[config.mk]
export PLATFORM = sky130hd
export DESIGN_NAME = ovr_port
export DESIGN_NICKNAME = d
export VERILOG_FILES = /design/src/rtl/ovr_port_pkg.sv /design/src/rtl/ovr_port_regs.sv /design/src/rtl/ovr_port_drive.sv /design/src/rtl/ovr_port_sync.sv /design/src/rtl/ovr_port.sv
export SDC_FILE = /design/constraint.sdc
export NUM_CORES = 1
export LEC_CHECK = 0
export BUFFER_PORTS_ARGS = -buffer_cell sky130_fd_sc_hd__buf_2
export CORE_MARGIN = 2
export CORE_UTILIZATION = 39
export CTS_CLUSTER_DIAMETER = 50
export DETAILED_ROUTE_END_ITERATION = 12
export PLACE_DENSITY_LB_ADDON = 0.2
export RECOVER_POWER = 100
export SLEW_MARGIN = 20
export SYNTH_ARGS = -nofsm -noshare
export SYNTH_HDL_FRONTEND = slang
export SYNTH_SLANG_ARGS = --single-unit
[constraint.sdc]
create_clock -name clk -period 1.2 [get_ports clk]
set_input_delay 0.3 -clock clk [delete_from_list [all_inputs] [get_ports clk]]
set_output_delay 0.3 -clock clk [all_outputs]
set_load 0.005 [all_outputs]
[src/rtl/ovr_port_pkg.sv]
package ovr_port_pkg;

  localparam logic MODE_OPEN = 1'b0;
  localparam logic MODE_PUSH = 1'b1;

  // Per-pin driver decision, returned as {pull_up, pull_down}.
  function automatic logic [1:0] pin_drive(
    input logic sw_bit,
    input logic push,
    input logic bus_own,
    input logic bus_drv,
    input logic bus_bit
  );
    logic up, dn;
    if (bus_own) begin
      up = bus_drv & bus_bit;
      dn = bus_drv & ~bus_bit;
    end else begin
      up = push & sw_bit;
      dn = ~sw_bit;
    end
    return {up, dn};
  endfunction

endpackage

[src/rtl/ovr_port_regs.sv]
module ovr_port_regs #(
  parameter int W = 8
) (
  input  logic         clk,
  input  logic         rst_n,
  input  logic         data_wr,
  input  logic [W-1:0] data_din,
  input  logic         mode_wr,
  input  logic         mode_din,
  output logic [W-1:0] data_q,
  output logic         mode_q
);
  import ovr_port_pkg::*;

  localparam logic [W-1:0] DATA_RST = '1;

  always_ff @(posedge clk or negedge rst_n) begin
    if (!rst_n) begin
      data_q <= DATA_RST;
      mode_q <= MODE_OPEN;
    end else begin
      if (data_wr) data_q <= data_din;
      if (mode_wr) mode_q <= mode_din;
    end
  end

  assert_data_load_R10: assert property (@(posedge clk) disable iff (!rst_n)
    data_wr |=> data_q == $past(data_din));

  assert_mode_load_R2: assert property (@(posedge clk) disable iff (!rst_n)
    mode_wr |=> mode_q == $past(mode_din));

  assert_mode_hold_R2: assert property (@(posedge clk) disable iff (!rst_n)
    !mode_wr |=> $stable(mode_q));

endmodule

[src/rtl/ovr_port_drive.sv]
module ovr_port_drive #(
  parameter int W = 8
) (
  input  logic         clk,
  input  logic         rst_n,
  input  logic [W-1:0] sw_data,
  input  logic         sw_mode,
  input  logic         bus_own,
  input  logic         bus_drv,
  input  logic [W-1:0] bus_ad,
  output logic [W-1:0] pu_en,
  output logic [W-1:0] pd_en,
  output logic [W-1:0] oe
);
  import ovr_port_pkg::*;

  wire push_sel = (sw_mode == MODE_PUSH);

  for (genvar i = 0; i < W; i++) begin : g_pin
    logic [1:0] drv;
    always_comb drv = pin_drive(sw_data[i], push_sel, bus_own, bus_drv, bus_ad[i]);
    assign pu_en[i] = drv[1];
    assign pd_en[i] = drv[0];
    assign oe[i]    = drv[1] | drv[0];
  end

  assert_no_contention_R5: assert property (@(posedge clk) disable iff (!rst_n)
    (pu_en & pd_en) == '0);

  assert_open_drain_no_pullup_R4: assert property (@(posedge clk) disable iff (!rst_n)
    (!bus_own && !push_sel) |-> pu_en == '0);

endmodule

[src/rtl/ovr_port_sync.sv]
module ovr_port_sync #(
  parameter int W = 8
) (
  input  logic         clk,
  input  logic         rst_n,
  input  logic [W-1:0] pin_in,
  output logic [W-1:0] pin_q
);
  logic [W-1:0] sync_first;

  always_ff @(posedge clk or negedge rst_n) begin
    if (!rst_n) begin
      sync_first <= '0;
      pin_q      <= '0;
    end else begin
      sync_first <= pin_in;
      pin_q      <= sync_first;
    end
  end

  assert_sync_chain_R9: assert property (@(posedge clk) disable iff (!rst_n)
    $past(rst_n) |-> pin_q == $past(sync_first));

endmodule

[src/rtl/ovr_port.sv]
module ovr_port #(
  parameter int W = 8
) (
  input  logic         clk,
  input  logic         rst_n,
  input  logic         data_wr,
  input  logic [W-1:0] data_din,
  input  logic         mode_wr,
  input  logic         mode_din,
  input  logic         bus_own,
  input  logic         bus_drv,
  input  logic [W-1:0] bus_ad,
  input  logic [W-1:0] pin_in,
  output logic [W-1:0] pu_en,
  output logic [W-1:0] pd_en,
  output logic [W-1:0] oe,
  output logic [W-1:0] data_q,
  output logic         mode_q,
  output logic [W-1:0] pin_q
);

  // Named internal events for the checks below.
  wire bus_read_phase  = bus_own & ~bus_drv;
  wire bus_drive_phase = bus_own & bus_drv;

  ovr_port_regs #(.W(W)) regs_i (
    .clk(clk), .rst_n(rst_n),
    .data_wr(data_wr), .data_din(data_din),
    .mode_wr(mode_wr), .mode_din(mode_din),
    .data_q(data_q), .mode_q(mode_q)
  );

  ovr_port_drive #(.W(W)) drive_i (
    .clk(clk), .rst_n(rst_n),
    .sw_data(data_q), .sw_mode(mode_q),
    .bus_own(bus_own), .bus_drv(bus_drv), .bus_ad(bus_ad),
    .pu_en(pu_en), .pd_en(pd_en), .oe(oe)
  );

  ovr_port_sync #(.W(W)) sync_i (
    .clk(clk), .rst_n(rst_n),
    .pin_in(pin_in), .pin_q(pin_q)
  );

  assert_bus_read_float_R7: assert property (@(posedge clk) disable iff (!rst_n)
    bus_read_phase |-> oe == '0);

  assert_bus_drive_R6: assert property (@(posedge clk) disable iff (!rst_n)
    bus_drive_phase |-> (pu_en == bus_ad && pd_en == ~bus_ad));

  assert_release_restore_R8: assert property (@(posedge clk) disable iff (!rst_n)
    $fell(bus_own) |-> pd_en == ~data_q);

  assert_oe_matches_R5: assert property (@(posedge clk) disable iff (!rst_n)
    oe == (pu_en | pd_en));

endmodule

Word-level counts from Yosys, hierarchy flattened
Index checks and enable logic that the tools add are counted.
Widths: inputs -> output; s select.
- bits of input ports: 31
- output and inout bits: 41
- register bits after elaboration: 25
- logic and storage cells: 68
- bitwise gates (word level): 48
- muxes and demuxes: 16
- operators by type and width (kind ; count):
    $and 1x1->1 ; 24
    $mux 1 ; 16
    $not 1->1 ; 16
    $or 1x1->1 ; 8

Depth between registers and ports, before layout
Gate-level depths: netlist (run 1).
- depth in word-level cells: 4
- depth in mapped cells: 3

Modules after synthesis
Synthesis (run 1) repeated with hierarchy kept, for this count alone.
- cells, all modules: 69
- area, all modules: 1001.0 um^2
- modules (own cells, without submodules) (module ; area each (um^2) ; instances ; cells each ; seq. area each (um^2)):
    ovr_port_sync ; 400.4 ; 1 ; 16 ; 400.4
    ovr_port_regs ; 377.9 ; 1 ; 19 ; 235.2
    ovr_port_drive ; 222.7 ; 1 ; 34 ; 0.0

Worst setup path after synthesis (run 1)
Ideal clock, no wire load.
- kind: register -> output
- start: register regs_i.mode_q
- end: output pu_en[0]
- required time: 0.900 ns
- slack: 0.002 ns
- arrival time: 0.898 ns
- buffers on the path: 1
- stages on the path, launching flop included: 4
- path through: dfrtp_1 > nor2b_1 > buf_2 > a22o_1
- word-level cells in the longest chain between the ends: 2
- ends and longest elaborated chain (what ; RTL line ; RTL):
    from (decl) ; ovr_port_regs.sv:11 ; output logic mode_q
    from (signal assigned) ; ovr_port_regs.sv:23 ; if (mode_wr) mode_q <= mode_din;
    $and 1x1->1 ; ovr_port_pkg.sv:19 ; up = push & sw_bit;
    $mux 1 ; ovr_port_pkg.sv:15 ; if (bus_own) begin
    to (decl) ; ovr_port.sv:14 ; output logic [W-1:0] pu_en,
Every way passes these cells.

Final worst setup path (run 1)
- start: register regs_i.mode_q
- end: output pu_en[6]
Same word-level chain as after synthesis.

==> results list, run 1 <==
- Most instantiated library cell after synthesis: dfrtp_1
* CP top delay family: flip-flops
- Fraction of layout instances using a drive strength above 1: 70.4%
- The clock reaches the later pin of the worst-skew pair after 0.30 ns.
- In this run the static leakage power is about 0.76 nW.
- The floorplan step defined a core boundary enclosing around 0.0023 mm².
* Post-DP HPWL: about 1800 µm
* Number of antenna violations at the first check in global routing: 0
- Measured on the finished design, the core utilization comes to around two thirds.
- Grt total ovfl: 0
- Global routing used about 16% of the available tracks across all layers.
- Once routing completed, OpenROAD measured the worst setup slack at -0.363 ns.
- Synth unique cells: 15
* Post-Syn Nets: roughly 100
- Wire length of the first global-routing pass: 3280 µm
* Critical Path AT: about 1.3 ns
- Measured against its own limit, the worst slew margin works out to 61.6%.
- For this run, the number of Yosys warnings is 0.
* Transition time at the pin with the least slew margin: between 0.5 and 0.6 ns
* Largest stage delay, worst path: roughly 0.44 ns
- Summing all placed instances gives a cell area of around 0.0014 mm².
- Post-detailed-route wirelength per cell: 14.1 µm
- Shortest clock period the worst path allows after layout: around 1.6 ns
* Number of endpoints failing setup at the final stage: 33
- Number of flops mapped to enable cells by yosys: 0
* Area of all placed cells without fillers: between 0.0015 and 0.002 mm²
- Maximum clock path buffer count: 2
* Post-synthesis share of cell area spent on and, or, nand and nor gates: slightly below 4%
- In this run the horizontal extent of the chip is ~54 µm.
- STA puts the critical path data required time at ~0.90 ns.
- Post-synthesis register bit count: 25
- STA classifies the critical path endpoint as an output pin.
- The share of the Yosys chip area taken by registers is about two thirds.
* Antenna Cells: 0
- Based on the critical path, the design can be clocked at up to 0.640 GHz.
- In this run, the number of DRC markers left after iteration 0 of detailed routing was 11.
- Relative to the synthesized area, the layout overhead comes to 61.8%.
- CTS built an H-tree with a depth of 1.
- Sorting the synthesized cells by how often they occur yields 17 x dfrtp_1, 9 x mux2_2, 8 x a21oi_1, 8 x dfstp_2, 7 x o22ai_1.
* Gp weighted congestion: slightly below 0.7
- Pre-antenna DRT Iters: 4
- The die is around 54 µm tall.
- Across all hold checks on the routed design, the worst slack comes to between 0.09 and 0.1 ns.
* Compound-Gate Fraction of Synth Area: approximately 17%
- Mapped Area: roughly 960 µm²
- Pwr Total: 1.76 mW
* Setup_tns: -9.05 ns
- During I/O placement, the number of pins put on the boundary was roughly 70.
* Result of the run: finished with violations
- In the synthesized netlist the async set-or-reset flop fraction comes to 100%.
* Most area-hungry cell type in the Yosys netlist: dfrtp_1
* Cell chain of the critical path: nor2b_4, a22o_1, buf_2
- Combinational family with the most area after synthesis: compound AO/OA/AOI/OAI gates
- The portion of synthesized area spent on multiplexers is 10.6%.
- TritonCTS built the clock tree.
* Type of the worst min-delay path: input port to flip-flop
- Ranked by total cell area, the synthesized netlist is headed by dfrtp_1 44%, dfstp_2 22%, mux2_2 11%, a22o_1 5.5%, o22ai_1 4.6%.
- Along the worst path, the maximum fanout reaches 7.
- Count of final hold-check violations: 0
* Largest net degree at the start of global routing: 26
* Fraction of synthesized cell area taken by the top area cell type: 44.3%
- Maximum clock skew at final layout: approximately 0.0046 ns
- Total of buffers placed on input and output ports: 71
* Bufs and invs on worst path: 1
* Worst-path clk slew: between 0.1 and 0.15 ns
- Counting every instance in the synthesized netlist gives 70.
- The critical path starts at regs_i.mode_q.
* Final period util: 130%
* Die area: roughly 0.0029 mm²
- For this run, design rule violations remaining after detail routing come to 0.
- After Yosys synthesis, XOR and XNOR cells account for 0% of the synthesized area.
- In the synthesized netlist the dominant register cell turns out to be dfrtp_1.
* Violated checks: setup timing
- The root buffer cell chosen for the clock tree is clkbuf_4.
- The worst setup path is launched from a flip-flop.
- Total detailed-routing wirelength: roughly 2500 µm
- Max-cap viol count: 0
- Routed Antenna Nets: 0
- Across the VDD grid, the largest voltage drop is around 0.95 mV.
- RSZ-0062 raised after global routing: yes
- For this configuration, the core starts out at a cell density of 42.2%.
- Worst hold path startpoint: pin_in[1]
* Count of vias placed by the detailed router: approximately 920
- For this design the ratio of total power to cell area is between 1000 and 1500 mW/mm².
- Averaged over all synthesized cells, the footprint is ~14 µm².
* Placement Rows: 17
* Average via count per standard cell: 5.08
- After Yosys synthesis, full adders, half adders and majority gates account for 0% of the synthesized area.
- Worst Setup Path Type: flip-flop to output pin
- The final count of pins violating max slew came to 0.
- Num CTS Buffers: 3
* Via count of the first global-routing pass: between 700 and 800
* CTS sink count: 25
- Startpoint of the worst-slack reg-to-reg timing path: regs_i.mode_q
* Standard cell with the maximum stage delay on the critical path: dfrtp_1
- Net count, final: 184
## cell families after synthesis
logic type / after synthesis
flip-flops: 25
AND/OR/NAND/NOR: 7
multiplexers: 9
AO/OA/AOI/OAI: 24
buffers and inverters: 5
## final timing paths
kind / end / slack, ns / depth (start not counted)
setup / recovery: pu_en[6] / -0.36 / 3
hold / removal: sync_i.sync_first[1] / 0.09 / 1
setup reg to reg: regs_i.mode_q / 0.06 / 4
hold reg to reg: sync_i.pin_q[1] / 0.36 / 0
max in group asynchronous: regs_i.data_q[3] / 0.29 / 2
min in group asynchronous: sync_i.sync_first[3] / 0.52 / 2
## flip-flops by register name (all words and copies together), names as in the netlist
name and cells:
sync_i.sync_first 8, regs_i.mode_q 1, sync_i.pin_q 8, regs_i.data_q 8
## timing repair
action,4_1_cts,5_1_grt
endpoints found under the setup margin,33,33
buffers inserted,2,5
pin swaps,10,6
endpoints found under the hold margin,17,0
resized for setup,9,16
hold buffers,1,0
## report_power, final
group          switching (mW)  internal (mW)
Sequential             0.0569          0.916
Combinational           0.180          0.257
Clock                   0.217          0.129
## routing by layer
metal / global-route usage (%) / up-vias / part of all wire (%)
met3: 3.06 / 4 / 9.4
met1: 15.3 / 431 / 38
met5: 0 / - / 0
li1: - / 424 / -
met4: 6.41 / 0 / 0.90
met2: 32.5 / 56 / 52
## final cells by class
type | instances | area [µm²]
Timing Repair Buffer | 83 | 482
Tap cell | 28 | 35.0
Clock buffer | 4 | 26.3
Sequential cell | 25 | 636
Multi-Input combinational cell | 40 | 374
Fill cell | 165 | 723
## worst reg2reg max path, delay by kind of cell (launching register included)
family,cells,cell delay [ns]
buffers and inverters,3,0.35
DFF,1,0.44
muxes,1,0.25
## cells in the final DEF (no fill, tap or decap), drive strengths merged
master       count
a21oi            8
a22o             6
a32o             1
and2             1
buf             76
clkbuf          10
dfrtp           17
dfstp            8
dlygate4sd3      1
mux2             9
nand2            2
nand3b           1
nor2             1
nor2b            2
o21ai            1
o22ai            7
o2bb2ai          1
## metrics by stage
stage	cells	setup slack, ns
final	180	-0.363
after global routing	180	-0.422
after CTS	175	-0.346
after detailed placement	168	-0.257
after global placement	168	-0.232
after floorplan	70	0.00164
(Power assumes the default switching activity.)
==> run 2, diff against run 1 <==
--- a/config.mk
+++ b/config.mk
@@ -10,6 +10,7 @@
 export CORE_UTILIZATION = 39
 export CTS_CLUSTER_DIAMETER = 50
 export DETAILED_ROUTE_END_ITERATION = 12
+export MAX_ROUTING_LAYER = met4
 export PLACE_DENSITY_LB_ADDON = 0.2
 export RECOVER_POWER = 100
 export SLEW_MARGIN = 20
==> run 2 against run 1 <==
Effect of this change:
- clock-buffer cell count is the same
- highest routed layer unchanged
- combinational power about the same
- worst hold slack hardly changed
- the flow still finishes with violations (setup timing)
- sequential share of layout area did not move
- clock skew grew 0.00057 ns
- first-iteration DRC count unchanged
- final cell count unchanged
- register-to-register slack barely moved
- routed wire length about the same
- critical path depth stayed put
==> results list, run 2 (same netlist as run 1, synthesis figures left out) <==
* Maximum clock skew at final layout: 0.00515 ns (+0.000566 ns)
* Gp weighted congestion: 0.704 (+1.1%)
* Routed Antenna Nets: 0 (unchanged)
- TritonCTS built the clock tree.
- The clock insertion delay at the later pin of the skew report came to 0.30 ns (about the same).
- # DRC: 0 (unchanged)
* Largest registers: regs_i.data_q: 8 flops, sync_i.pin_q: 8 flops, sync_i.sync_first: 8 flops
- Path length in cells of the critical path: 3 (unchanged)
- Post-DP HPWL: 1770 µm (unchanged)
- Die width: 53.6 µm (unchanged)
- Leakage power: 0.759 nW (unchanged)
* Via count of the first global-routing pass: 796 (+0.25%)
- Setup_tns: -9.01 ns (+0.0350 ns)
- CTS root buffer: clkbuf_4
* Fraction of layout instances using a drive strength above 1: 70.4% (unchanged)
- STA classifies the critical path startpoint as a flip-flop.
- The buffering stage count on the worst path with inverters included is 1 (unchanged).
- Largest stage delay, worst path: 0.44 ns (about the same)
- STA classifies the critical path endpoint as an output pin.
- The power per cell area is 1130 mW/mm² (about the same).
- Maximum vdd drop: 0.953 mV (-0.20%)
- The clock share of power was 19.7% (about the same).
- Pwr Total: 1.76 mW (about the same)
- In the layout the commonest cells are 61 x buf_2, 17 x dfrtp_1, 9 x mux2_2.
- The number of diodes is 0 (unchanged).
- Total detailed-routing wirelength: 2540 µm (about the same)
- Initial DRC count: 11 (unchanged)
- By startpoint and endpoint, the worst setup path is classified as flip-flop to output pin.
- The number of antenna violations at the first check in global routing was 0 (unchanged).
* Cell chain of the critical path: nor2b_4, a22o_1, buf_2
* Worst-path clk slew: 0.12 ns (about the same)
- Result of the run: finished with violations
- Pre-antenna DRT Iters: 4 (unchanged)
- The number of cells traversed by the worst register-to-register path was 4 (unchanged).
* Violated checks: setup timing
* Type of the worst min-delay path: input port to flip-flop
* Combined flip-flop and latch cell area: 636 µm² (unchanged)
- Number of standard cells in the final layout excluding fillers: 180 (unchanged)
- Critical Path AT: 1.26 ns (about the same)
- The fmax was 0.641 GHz (about the same).
- The multi-input logic area came to 374 µm² (unchanged).
* Placement Rows: 17 (unchanged)
- Grt total ovfl: 0 (unchanged)
- CP top delay family: flip-flops
* Die height: 53.6 µm (unchanged)
- The switching power summed over all nets is 0.453 mW (-0.11%).
- Area of all placed cells without fillers: 0.00155 mm² (unchanged)
- The post-route worst setup slack was -0.361 ns (+0.00148 ns).
- The total of buffers placed on input and output ports came to 71 (unchanged).
- The final period utilization came to 130% (about the same).
- Leaving out fill and tap cells, the most frequent cell in the layout is buf_2.
- Die area: 0.00287 mm² (unchanged)
- Switching share of total power: 25.8% (about the same)
- The fraction of power consumed by sequential logic is 55.4% (about the same).
- H-tree level count: 1 (unchanged)
* Cell total after placement: 168 (unchanged)
- The area of the placeable core is 0.00228 mm² (unchanged).
- Net count, final: 184 (unchanged)
- Standard cell with the maximum stage delay on the critical path: dfrtp_1
- Standard cell area after detailed placement: 0.00136 mm² (unchanged)
* Num CTS Buffers: 3 (unchanged)
* Required time worst endpoint: 0.90 ns (about the same)
- Count of final hold-check violations: 0 (unchanged)
* Largest net degree at the start of global routing: 26 (unchanged)
* CTS sink count: 25 (unchanged)
- Setup repair after global routing could not meet its margin everywhere.
- The number of buffers on the longest clock path was 2 (unchanged).
* Total internal power: 1.30 mW (unchanged)
- The effective utilization at floorplan came to 42.2% (unchanged).
- Total routing resource utilization after global routing: 16.3% (+0.35 points)
- The final number of setup-violating endpoints was 33 (unchanged).
- The fraction of power consumed by combinational cells was 24.9% (about the same).
- Shortest clock period the worst path allows after layout: 1.56 ns (-0.00148 ns)
* Post-detailed-route wirelength per cell: 14.1 µm (about the same)
* Worst slew margin relative to its limit: 61.6% (about the same)
* Count of vias placed by the detailed router: 914 (-0.11%)
- Average via count per standard cell: 5.08 (-0.11%)
- The layout overhead on the synthesized area is 61.8% (unchanged).
- Transition time at the pin with the least slew margin: 0.576 ns (-0.000352 ns)
* Number of fillers in the final layout: 165 (unchanged)
* Count of pins on the block boundary: 72 (unchanged)
- Max-cap viol count: 0 (unchanged)
- Number of cells on the worst hold path: 1 (unchanged)
- The global-route wire length before repair came to 3250 µm (-0.85%).
- The highest fanout seen on the critical path is 7 (unchanged).
- The final count of pins violating max slew was 0 (unchanged).
==> run 2: worst paths after layout <==
path,from,endpoint,slack [ns]
setup / recovery,regs_i.mode_q,pu_en[6],-0.36
hold / removal,pin_in[1],sync_i.sync_first[1],0.09
setup reg to reg,regs_i.mode_q,regs_i.mode_q,0.06
hold reg to reg,sync_i.sync_first[1],sync_i.pin_q[1],0.36
max in group asynchronous,rst_n,regs_i.data_q[3],0.29
min in group asynchronous,rst_n,sync_i.sync_first[3],0.52
==> run 2: metrics by stage <==
| step | utilization, % | worst slack (ns) | hold WS (ns) |
|---|---|---|---|
| after global routing | 68.2 | -0.422 | 0.0657 |
| after floorplan | - | 0.00164 | 0.00441 |
| final | 68.2 | -0.361 | 0.0922 |
| after global placement | 59.5 | -0.232 | 0.293 |
| after detailed placement | 59.5 | -0.257 | 0.307 |
| after CTS | 63.0 | -0.346 | 0.0815 |
==> run 2: area by class of cell <==
cell class | count | area share, %
clock buffer | 4 | 1.69
multi-input combinational | 40 | 24.1
sequential | 25 | 40.9
tap | 28 | 2.26
timing repair buffer | 83 | 31.0
==> run 2: power by group through the flow <==
stage / combinational (mW) / clock (mW) / sequential, mW
after CTS: 0.369 / 0.361 / 0.970
after floorplan: 0.133 / 0 / 0.979
after detailed placement: 0.342 / 0 / 0.983
final: 0.437 / 0.346 / 0.973
after global placement: 0.335 / 0 / 0.978
after global routing: 0.476 / 0.401 / 0.979
==> run 2: routing by layer <==
metal  global-route usage [%]  share of wire [%]
met2                     32.5                 52
met4                     6.41               0.90
met1                     15.5                 39
met3                     2.22                8.5
met5                        -                  0
==> run 2: repair_timing <==
item	in CTS	in global routing
hold buffers	1	0
endpoints found under the setup margin	33	33
hold endpoints to repair	17	0
resized for setup	9	16
cloned	0	0
pin swaps	10	6
setup buffers	2	5
==> run 3, diff against run 2 <==
--- a/config.mk
+++ b/config.mk
@@ -6,8 +6,9 @@
 export NUM_CORES = 1
 export LEC_CHECK = 0
 export BUFFER_PORTS_ARGS = -buffer_cell sky130_fd_sc_hd__buf_2
+export CORE_ASPECT_RATIO = 0.5
 export CORE_MARGIN = 2
-export CORE_UTILIZATION = 39
+export CORE_UTILIZATION = 35
 export CTS_CLUSTER_DIAMETER = 50
 export DETAILED_ROUTE_END_ITERATION = 12
 export MAX_ROUTING_LAYER = met4
==> constraint.sdc (replaced) <==
create_clock -name clk -period 1.3 [get_ports clk]
set_input_delay 0.325 -clock clk [delete_from_list [all_inputs] [get_ports clk]]
set_output_delay 0.325 -clock clk [all_outputs]
set_load 0.005 [all_outputs]
==> run 3 against run 2 <==
Effect of this change:
- global-route usage down 2.8 points
- worst hold slack better by 0.070 ns
- final area decreased by 1.9%
- clock-buffer cell count down 1
- utilization down 9.7 points
- sequential share of layout area is 0.89 points higher
- critical path depth stayed put
- the run still ends with setup timing left
- clock skew down 0.0043 ns
- sequential cell count stayed put
- register-to-register slack improved by 0.17 ns
- via count is 3.5% lower
==> results list, run 3 (same netlist as run 1, synthesis figures left out) <==
- The effective utilization at floorplan is 36.9% (-5.3 points).
* Final max-slew violation count: 0 (unchanged)
- Based on the critical path, the design can be clocked at up to between 0.6 and 0.7 GHz.
- Critical Path AT: 1.21 ns (-0.05 ns)
- The filler cell count is 236 (+43%).
- # DRC: 0 (unchanged)
- Grt total ovfl: 0 (unchanged)
- Via count of the first global-routing pass: 727 (-8.7%)
* Element type at the critical path start: flip-flop
- Type of the worst min-delay path: input port to flip-flop
- Final period util: 118%
- The CTS H-tree depth was 1 (unchanged).
- The cell row count was 13 (-4).
* Maximum clock skew at final layout: 0.000803 ns (-0.00434 ns)
- Clock tree synthesis selected as its root buffer the cell clkbuf_8.
- Worst hold path startpoint: pin_in[4]
- Among cell families on the critical path, the largest total delay comes from flip-flops.
- Worst-path clk slew: 0.08 ns (-0.04 ns)
- The transition time of the tightest slew-check pin was 1.20 ns (+0.629 ns).
* TritonCTS clock tree: done
- Antenna Cells: 0 (unchanged)
* Startpoint of the worst-slack reg-to-reg timing path: regs_i.mode_q
* Pre-antenna DRT Iters: 4 (unchanged)
- The area of the die is 0.00320 mm² (+11%).
* Die width: 78.1 µm (+46%)
- Standard cell with the maximum stage delay on the critical path: dfrtp_2
- The CTS buffer count came to 3 (unchanged).
- Leakage power: 0.749 nW (-1.4%)
* Power per unit of standard cell area: 1140 mW/mm² (+0.53%)
- The global-route total usage across every layer came to 13.5% (-2.8 points).
* Die height: 41.0 µm (-23%)
- Worst Setup Path Type: flip-flop to output pin
* Total detailed-routing wirelength: 2290 µm (-10%)
- The buffering stage count on the worst path with inverters included is 1 (unchanged).
- Post-detailed-route wirelength per cell: 12.4 µm (-12%)
* Number of endpoints failing setup at the final stage: 28 (-15%)
- The via count came to 882 (-3.5%).
* Max-cap viol count: 0 (unchanged)
- Final design utilization: 58.5% (-9.7 points)
- The required time of the worst setup path was 0.98 ns (+0.08 ns).
- Fraction of layout instances using a drive strength above 1: 72.1% (+1.7 points)
* Cell total after placement: 177 (+5.4%)
- Maximum clock path buffer count: 2 (unchanged)
- The max-slew headroom at the worst pin came to 19.7% (-42 points).
- Largest net degree at the start of global routing: 26 (unchanged)
* Shortest clock period the worst path allows after layout: approximately 1.5 ns
* Total of buffers placed on input and output ports: 71 (unchanged)
* Wire length of the first global-routing pass: 3150 µm (-3.2%)
* Max FO, Critical Path: 7 (unchanged)
- Path depth of the worst reg2reg path: 3 (-1)
* Clock latency on the worst-skew pair: 0.26 ns (-0.04 ns)
- Routed Antenna Nets: 0 (unchanged)
* Count of pins on the block boundary: 72 (unchanged)
- The number of logic stages on the critical path including buffering came to 3 (unchanged).
- RSZ-0062 raised after global routing: yes
- The number of violations reported at the end of detailed-routing iteration 0 came to 13 (+2).
* Number of cells on the worst hold path: 1 (unchanged)
- Leaving out fill and tap cells, the most frequent cell in the layout is buf_2.
* Signed area change from the synthesized netlist to the final layout: 58.7%
- Post-route setup slack: -0.238 ns (+0.123 ns)
- The number of standard cells in the layout, taps in and fillers out was 184 (+2.2%).
- Timing startpoint of the critical path: regs_i.mode_q
- Placeable core region: 0.00260 mm² (+14%)
* Largest registers: regs_i.data_q: 8 flops, sync_i.pin_q: 8 flops, sync_i.sync_first: 8 flops
- Setup_tns: -4.30 ns (+4.72 ns)
- Violated checks: setup timing
- The peak supply drop was 0.948 mV (-0.52%).
* Result of the run: finished with violations
- The HPWL after detailed placement was 1700 µm (-4.0%).
- Traced cell by cell, the critical path runs through nor2b_4, a22o_1, buf_2.
- The TritonCTS sink count came to 25 (unchanged).
- The count of hold buffers inserted by post-cts repair came to 0 (-1).
- The total design power came to 1.73 mW (-1.4%).
- The top cell types in the final layout, fill and taps aside, are 63 x buf_2, 16 x dfrtp_1, 9 x mux2_2, 9 x buf_6, 8 x dfstp_2.
- The number of vias per cell after detailed routing was 4.79 (-5.6%).
* Gp weighted congestion: 0.793 (+13%)
- The number of hold violations in the final report was 0 (unchanged).
* Largest stage delay, worst path: 0.44 ns (about the same)
- The number of antenna violations at the first check in global routing was 0 (unchanged).
* Net count, final: 179 (-2.7%)
* Critical path capture point type: output pin
-- run 3: metrics by stage --
stage / cell area (µm²) / hold slack, ns / setup WS (ns)
6_report: 1520 / 0.162 / -0.238
5_1_grt: 1520 / 0.141 / -0.278
4_1_cts: 1450 / 0.0325 / -0.207
3_5_place_dp: 1370 / 0.326 / -0.243
3_3_place_gp: 1370 / 0.324 / -0.189
2_1_floorplan: 960 / 0.0294 / 0.0766
-- run 3: metal layers --
layer | GRT usage, % | wire (µm) | vias to the layer above
li1 | - | - | 413
met1 | 15.7 | 921 | 451
met2 | 24.4 | 1290 | 18
met3 | 4.41 | 77 | 0
met4 | 2.63 | 0 | 0
met5 | - | 0 | -
-- run 3: final cells by class --
| cell class | instances | area [µm²] | area share [%] |
|---|---|---|---|
| Clock buffer | 3 | 41.3 | 2.71 |
| Timing Repair Buffer | 78 | 458 | 30.1 |
| Tap cell | 37 | 46.3 | 3.04 |
| Multi-Input combinational cell | 40 | 332 | 21.8 |
| Sequential cell | 25 | 637 | 41.8 |
| Clock inverter | 1 | 8.76 | 0.575 |
-- run 3: report_power, final --
group	switching, mW	internal [mW]
Combinational	0.150	0.219
Clock	0.232	0.224
Sequential	0.0539	0.852
-- run 3: final timing paths --
| path | endpoint | slack (ns) |
|---|---|---|
| worst min-delay path | sync_i.sync_first[4] | 0.16 |
| min in group asynchronous | sync_i.sync_first[3] | 0.29 |
| max in group asynchronous | regs_i.mode_q | 0.22 |
| worst max register to register | regs_i.mode_q | 0.23 |
| worst max-delay path | pu_en[7] | -0.24 |
| worst min register to register | sync_i.pin_q[3] | 0.35 |
-- run 3: timing repair --
action                     4_1_cts  5_1_grt
setup endpoints to repair       25       33
setup buffers                    2        1
pin swaps                        8        6
resized for setup                6       14
